**config.mk**
```make
export PLATFORM = sky130hd
export DESIGN_NAME = mc_fwd_decide
export DESIGN_NICKNAME = d
export VERILOG_FILES = /design/src/rtl/mc_fwd_pkg.sv /design/src/rtl/mc_grp_decode.sv /design/src/rtl/mc_egress_sel.sv /design/src/rtl/mc_overlay.sv /design/src/rtl/mc_fwd_decide.sv
export SDC_FILE = /design/constraint.sdc
export NUM_CORES = 1
export LEC_CHECK = 0
export ABC_AREA = 1
export BUFFER_PORTS_ARGS = -buffer_cell sky130_fd_sc_hd__buf_2
export CORE_MARGIN = 1.5
export CORE_UTILIZATION = 30
export CTS_BUF_LIST = sky130_fd_sc_hd__clkbuf_4 sky130_fd_sc_hd__clkbuf_8 sky130_fd_sc_hd__clkbuf_16
export CTS_CLUSTER_DIAMETER = 100
export DETAILED_ROUTE_END_ITERATION = 7
export HOLD_SLACK_MARGIN = 0.15
export PLACE_DENSITY = 0.56
export SYNTH_ARGS = -nofsm -noshare
export SYNTH_HDL_FRONTEND = slang
export SYNTH_HIERARCHICAL = 1
export SYNTH_SLANG_ARGS = --single-unit
```
**constraint.sdc**
```tcl
create_clock -name clk -period 1.1 [get_ports clk]
set_clock_uncertainty 0.2 [all_clocks]
set_input_delay 0 -clock clk [delete_from_list [all_inputs] [get_ports clk]]
set_output_delay 0 -clock clk [all_outputs]
set_load 0.03 [all_outputs]
```
**src/rtl/mc_fwd_pkg.sv**
```systemverilog
package mc_fwd_pkg;
   typedef enum logic [1:0] {
      DEC_MISS = 2'd0,
      DEC_FWD  = 2'd1,
      DEC_DROP = 2'd2
   } mc_dec_e;
endpackage

```
**src/rtl/mc_grp_decode.sv**
```systemverilog
module mc_grp_decode #(
   parameter int AW         = 48,
   parameter int SW         = 6,
   parameter int MAX_GROUPS = 8,
   localparam int GW        = $clog2(MAX_GROUPS)
) (
   input  logic [AW-1:0] addr,
   input  logic [AW-1:0] base,
   input  logic [SW-1:0] shift,
   input  logic [GW:0]   ngroups,
   output logic          hit,
   output logic [GW-1:0] grp
);
   logic [AW-1:0] offs;
   logic [AW-1:0] idx;
   logic          above;
   logic          in_cfg;
   logic          in_max;

   always_comb begin
      offs   = addr - base;
      idx    = offs >> shift;
      above  = (addr >= base);
      in_cfg = (idx < AW'(ngroups));
      in_max = (idx < AW'(MAX_GROUPS));
      hit    = above && in_cfg && in_max;
      grp    = idx[GW-1:0];
   end
endmodule

```
**src/rtl/mc_egress_sel.sv**
```systemverilog
module mc_egress_sel
   import mc_fwd_pkg::*;
#(
   parameter int NPORTS     = 4,
   parameter int MAX_GROUPS = 8,
   parameter int UP_PORT    = 0,
   localparam int GW        = $clog2(MAX_GROUPS),
   localparam int PIW       = $clog2(NPORTS)
) (
   input  logic                         hit,
   input  logic [GW-1:0]                grp,
   input  logic [PIW-1:0]               ingress,
   input  logic [NPORTS*MAX_GROUPS-1:0] member,
   input  logic                         up_en,
   output logic [NPORTS-1:0]            egress,
   output logic                         drop,
   output mc_dec_e                      kind
);
   logic [NPORTS-1:0] dn_match;

   for (genvar p = 0; p < NPORTS; p++) begin : g_port
      if (p == UP_PORT) begin : g_up
         assign dn_match[p] = 1'b0;
      end else begin : g_dn
         logic [MAX_GROUPS-1:0] row;
         assign row         = member[p*MAX_GROUPS +: MAX_GROUPS];
         assign dn_match[p] = row[grp] && (ingress != PIW'(p));
      end
   end

   always_comb begin
      egress = '0;
      drop   = 1'b0;
      kind   = DEC_MISS;
      if (hit) begin
         if (|dn_match) begin
            egress = dn_match;
            kind   = DEC_FWD;
         end else if (up_en && (ingress != PIW'(UP_PORT))) begin
            egress[UP_PORT] = 1'b1;
            kind            = DEC_FWD;
         end else begin
            drop = 1'b1;
            kind = DEC_DROP;
         end
      end
   end
endmodule

```
**src/rtl/mc_overlay.sv**
```systemverilog
module mc_overlay #(
   parameter int AW = 48,
   parameter int SW = 6
) (
   input  logic          hit,
   input  logic          en,
   input  logic [AW-1:0] addr,
   input  logic [AW-1:0] ovl_base,
   input  logic [SW-1:0] size,
   output logic [AW-1:0] addr_o
);
   logic [AW-1:0] keep;

   always_comb begin
      if (32'(size) >= AW) keep = '1;
      else                 keep = (AW'(1) << size) - AW'(1);
      if (hit && en && (size != '0))
         addr_o = (ovl_base & ~keep) | (addr & keep);
      else
         addr_o = addr;
   end
endmodule

```
**src/rtl/mc_fwd_decide.sv**
```systemverilog
module mc_fwd_decide
   import mc_fwd_pkg::*;
#(
   parameter int NPORTS      = 4,
   parameter int AW          = 48,
   parameter int SW          = 6,
   parameter int MAX_GROUPS  = 8,
   parameter int UP_PORT     = 0,
   parameter bit HAS_OVERLAY = 1'b1,
   localparam int GW         = $clog2(MAX_GROUPS),
   localparam int PIW        = $clog2(NPORTS)
) (
   input  logic                         clk,
   input  logic                         rst_n,
   input  logic                         req_valid,
   output logic                         req_ready,
   input  logic [AW-1:0]                req_addr,
   input  logic [PIW-1:0]               req_ingress,
   input  logic [AW-1:0]                cfg_base,
   input  logic [SW-1:0]                cfg_shift,
   input  logic [GW:0]                  cfg_ngroups,
   input  logic [NPORTS*MAX_GROUPS-1:0] cfg_member,
   input  logic                         cfg_up_en,
   input  logic [NPORTS-1:0]            cfg_ovl_en,
   input  logic [NPORTS*AW-1:0]         cfg_ovl_base,
   input  logic [NPORTS*SW-1:0]         cfg_ovl_size,
   output logic                         rsp_valid,
   input  logic                         rsp_ready,
   output logic                         rsp_hit,
   output logic [NPORTS-1:0]            rsp_egress,
   output logic                         rsp_drop,
   output logic [NPORTS*AW-1:0]         rsp_addr
);
   initial begin : p_param_chk
      assert (NPORTS >= 2) else $error("NPORTS must be at least 2");
      assert (MAX_GROUPS >= 2) else $error("MAX_GROUPS must be at least 2");
      assert (UP_PORT >= 0 && UP_PORT < NPORTS) else $error("UP_PORT out of range");
      assert (AW >= 8) else $error("AW too small");
      assert (SW >= 1) else $error("SW must be positive");
   end

   logic                 d_hit;
   logic [GW-1:0]        d_grp;
   logic [NPORTS-1:0]    d_egress;
   logic                 d_drop;
   mc_dec_e              d_kind;
   logic [NPORTS*AW-1:0] d_addr;
   logic                 accept;

   mc_grp_decode #(.AW(AW), .SW(SW), .MAX_GROUPS(MAX_GROUPS)) i_dec (
      .addr(req_addr), .base(cfg_base), .shift(cfg_shift),
      .ngroups(cfg_ngroups), .hit(d_hit), .grp(d_grp)
   );

   mc_egress_sel #(.NPORTS(NPORTS), .MAX_GROUPS(MAX_GROUPS), .UP_PORT(UP_PORT)) i_sel (
      .hit(d_hit), .grp(d_grp), .ingress(req_ingress), .member(cfg_member),
      .up_en(cfg_up_en), .egress(d_egress), .drop(d_drop), .kind(d_kind)
   );

   for (genvar p = 0; p < NPORTS; p++) begin : g_ovl
      if (HAS_OVERLAY) begin : g_on
         mc_overlay #(.AW(AW), .SW(SW)) i_ovl (
            .hit(d_hit), .en(cfg_ovl_en[p]), .addr(req_addr),
            .ovl_base(cfg_ovl_base[p*AW +: AW]), .size(cfg_ovl_size[p*SW +: SW]),
            .addr_o(d_addr[p*AW +: AW])
         );
      end else begin : g_off
         assign d_addr[p*AW +: AW] = req_addr;
      end
   end

   assign req_ready = !rsp_valid || rsp_ready;
   assign accept    = req_valid && req_ready;

   always_ff @(posedge clk or negedge rst_n) begin
      if (!rst_n) begin
         rsp_valid  <= 1'b0;
         rsp_hit    <= 1'b0;
         rsp_egress <= '0;
         rsp_drop   <= 1'b0;
         rsp_addr   <= '0;
      end else if (accept) begin
         rsp_valid  <= 1'b1;
         rsp_hit    <= (d_kind != DEC_MISS);
         rsp_egress <= d_egress;
         rsp_drop   <= d_drop;
         rsp_addr   <= d_addr;
      end else if (rsp_ready) begin
         rsp_valid  <= 1'b0;
      end
   end

   logic [NPORTS-1:0] ing_oh;
   assign ing_oh = NPORTS'(1) << req_ingress;


   ingress_excluded_chk: assert property (@(posedge clk) disable iff (!rst_n)
      accept |=> ((rsp_egress & $past(ing_oh)) == '0));


   drop_excl_chk: assert property (@(posedge clk) disable iff (!rst_n)
      rsp_valid |-> !(rsp_drop && (rsp_egress != '0)));


   drop_needs_hit_chk: assert property (@(posedge clk) disable iff (!rst_n)
      (rsp_valid && rsp_drop) |-> rsp_hit);


   miss_quiet_chk: assert property (@(posedge clk) disable iff (!rst_n)
      (rsp_valid && !rsp_hit) |-> (rsp_egress == '0 && !rsp_drop));


   up_alone_chk: assert property (@(posedge clk) disable iff (!rst_n)
      (rsp_valid && rsp_egress[UP_PORT]) |-> ($countones(rsp_egress) == 1));


   hold_stall_chk: assert property (@(posedge clk) disable iff (!rst_n)
      (rsp_valid && !rsp_ready) |=> (rsp_valid && $stable(rsp_egress)
                                     && $stable(rsp_addr) && $stable(rsp_drop)));


   ready_rule_chk: assert property (@(posedge clk) disable iff (!rst_n)
      req_ready == (!rsp_valid || rsp_ready));
endmodule

```
==> results.py <==
metrics = {
    "status": {
        "outcome": "finished with violations",
        "failed_checks": "negative hold slack, negative setup slack",
    },
    "final_layout": {
        "layout.cells.most_common_list": "nand2_1 (1,531), buf_4 (901), inv_1 (709)",
        "final_cells": 7631,
        "num-nets-final": 6875,
        "layout-drive-gt1-share_pct": 38.10,
        "area_growth_pct": 71.24,
        "final_common_cell": "nand2_1",
    },
    "timing": {
        "setup_viol": 420,
        "final-hold-violation-count": 182,
        "period_minus_slack_ps": 4219,
        "setup_ws_ps": -3119,
        "fmax_ghz": 0.2370,
        "hold_slack_ps": -498.5,
        "worstMarginPinSlew_ps": 969.0,
        "rsz0062_at_grt": "yes",
        "fin_crit_sh_pct": 383.5,
        "slew_violations": 0,
        "setup-tns-final_ps": -613590,
        "relSlewSlack_pct": 35.19,
    },
    "synthesis": {
        "async_reset_ff_share_pct": 100.0,
        "netlist_area_um2": 26410,
        "synth.distinct_cells": 50,
        "yosys.area.top_type": "nand2_1",
        "ys_seq_area_share_pct": 18.85,
        "synth_edf_count": 0,
        "synth_warnings": 6,
        "netlist_top_cells_area": "nand2_1 (24%), dfrtp_1 (19%), nand3_1 (15%)",
        "syn-num-nets": 5250,
        "synth_flop_cell": "dfrtp_1",
        "ys_ff_latch": 199,
        "postSynthAreaPerCell_um2": 5.469,
        "netlist_instances": 4829,
        "synth_top_area_share_pct": 24.43,
    },
    "drt": {
        "wl_um": 162600,
        "vias": 38320,
        "drtIter0Drc": 3401,
        "dr.pass1.iters": 6,
        "drc": 0,
        "wl_per_cell_um": 21.31,
        "via_per_inst": 5.021,
        "ant_nets": 0,
    },
    "clock_network": {
        "cts.clk_slew.worst_paths_ps": 90,
        "htree_levels": 4,
        "cts_tree": "yes",
        "ctsHoldBuffers": 253,
        "clockBufferDepth": 2,
        "cts_buffers": 17,
        "cts_root_buf": "clkbuf_16",
        "clock-sinks": 199,
        "clkLatencyLatePin_ps": 490,
    },
    "setup_path": {
        "r2r_cells": 5,
        "slowest_stage": "fa_2",
        "critPathMaxStageDelay_ps": 370,
        "critPathRequiredTime_ps": 1310,
        "crit_path_start_kind": "primary input",
        "crit_fanout": 6,
        "setup.worst_path.start": "req_addr[0]",
        "rrSetupSlack_ps": -380,
        "crit-reg2reg-launch": "rsp_valid$_DFFE_PN0P_",
        "path_buf_inv": 9,
        "crit_top_cell": "nand2_4",
        "regToRegEndpoint": "rsp_addr[167]$_DFFE_PN0P_",
        "cp-end-kind": "flip-flop",
        "cp_top_family": "simple AND/OR/NAND/NOR gates",
        "critPathArrivalTime_ps": 4430,
        "critPathKind": "primary input to flip-flop",
    },
    "placement": {
        "io_buffer_count": 552,
        "gp_congestion": 1.016,
        "hpwl_um": 132400,
        "dp.cells": 7267,
    },
    "global_routing": {
        "grt_overflow": 0,
        "grt_pass1_vias": 36140,
        "grtUsageTotal_pct": 34.74,
        "grt_antenna_before_repair": 18,
        "grt_pass1_wl_um": 232500,
        "grt_max_degree": 60,
    },
    "power": {
        "p_int_w": 0.01919,
        "power.density_nw_per_um2": 809.8,
        "irDropWorstVdd_mv": 1.409,
        "seqPwrFrac_pct": 24.6,
        "swShare_pct": 47.62,
        "power_frac_clock_pct": 19.2,
        "cellLeakagePower_nw": 26.61,
        "switching_power_w": 0.01744,
        "p_comb_share_pct": 56.2,
    },
    "die": {
        "initial_core_util_pct": 30.35,
        "dieWidth_um": 299.7,
        "core-area_um2": 87020,
        "ios": 565,
        "rows": 108,
        "die_h_um": 299.7,
        "fp.dieArea_um2": 89830,
    },
    "worst_hold_path": {
        "hold_class": "primary input to async pin",
    },
    "job": {
        "maxCapViolCount": 0,
    },
}
## sequential cells by signal (all words and copies together), names as in the netlist
register    cells
rsp_addr      192
rsp_drop        1
rsp_egress      4
rsp_hit         1
rsp_valid       1
## cell families after synthesis
family	count (synthesis)	share of synthesized area, %
XOR/XNOR	10	0.3316
flip-flops	199	18.85
AO/OA/AOI/OAI	234	4.917
multiplexers	48	1.876
AND/OR/NAND/NOR	3300	55.94
adder cells (fa/ha/maj)	56	2.681
buffers and inverters	982	15.40
## through the flow
stage	hold slack, ps	utilization [%]	instance area, um^2	setup WS (ps)	total power [W]
6_report	-498.5	51.97	45230	-3119	0.03663
5_1_grt	-524.4	51.96	45220	-3331	0.03844
4_1_cts	-523.7	49.65	43200	-3003	0.03557
3_5_place_dp	-323.8	43.12	37530	-4225	0.02672
3_3_place_gp	-323.0	43.12	37530	-4260	0.02672
2_1_floorplan	-495.6	-	26890	-2767	0.01861
## metal layers
layer	share of wire [%]	GRT usage, %
met4	4.8	14.30
met3	7.3	4.878
met1	43	46.75
met2	44	55.67
met5	0.063	0
## tightest hold or removal path, stage by stage
cell and delay [ps]:
buf_8 90, buf_12 100, buf_12 90, buf_12 90
buf_12 200
## power groups by stage
stage,Sequential [W],Clock (W),Combinational [W]
finish,0.00902,0.00703,0.0206
detailed placement,0.00911,0,0.0176
CTS,0.00898,0.00708,0.0195
floorplan,0.0109,0,0.00768
global route,0.00909,0.00737,0.0220
global placement,0.00912,0,0.0176
## cell usage after synthesis (12+ instances only)
cell type  number
a21oi_1        49
buf_2          93
buf_4          30
buf_6          17
clkbuf_1       34
dfrtp_1       199
ha_1           55
inv_1         760
inv_2          34
mux2i_1        36
nand2_1      1719
nand2_2        40
nand3_1       812
nand3_2        33
nand3b_1       17
nand4_1       137
nor2_1        372
nor2_2         92
nor2_4         20
nor3_1         23
o211ai_1       12
o21ai_0        81
o21ai_1        59
o21bai_1       12
## layout make-up
cell class                 count  area [um^2]
multi-input combinational   3648        21040
tap                         1155         1445
timing repair inverter         3        31.28
timing repair buffer        1783        13940
inverter                     802         3127
antenna                        9        22.52
clock inverter                15        207.7
sequential                   199         4981
clock buffer                  17        425.4
fill                        8976        41800
## how the worst max path moves through the flow
stage | cells after the start | endpoint
3_3_place_gp | 33 | rsp_addr[83]$_DFFE_PN0P_
3_5_place_dp | 33 | rsp_addr[83]$_DFFE_PN0P_
5_1_grt | 38 | rsp_addr[131]$_DFFE_PN0P_
2_1_floorplan | 36 | rsp_addr[175]$_DFFE_PN0P_
4_1_cts | 39 | rsp_addr[123]$_DFFE_PN0P_
6_report | 40 | rsp_addr[99]$_DFFE_PN0P_
## timing repair
action,in CTS,in global routing
setup buffers,38,30
pin swaps,111,204
gates cloned,8,5
endpoints found under the setup margin,399,421
hold endpoints to repair,398,294
resized for setup,472,422
No activity file was read; power rests on OpenSTA's default activity.
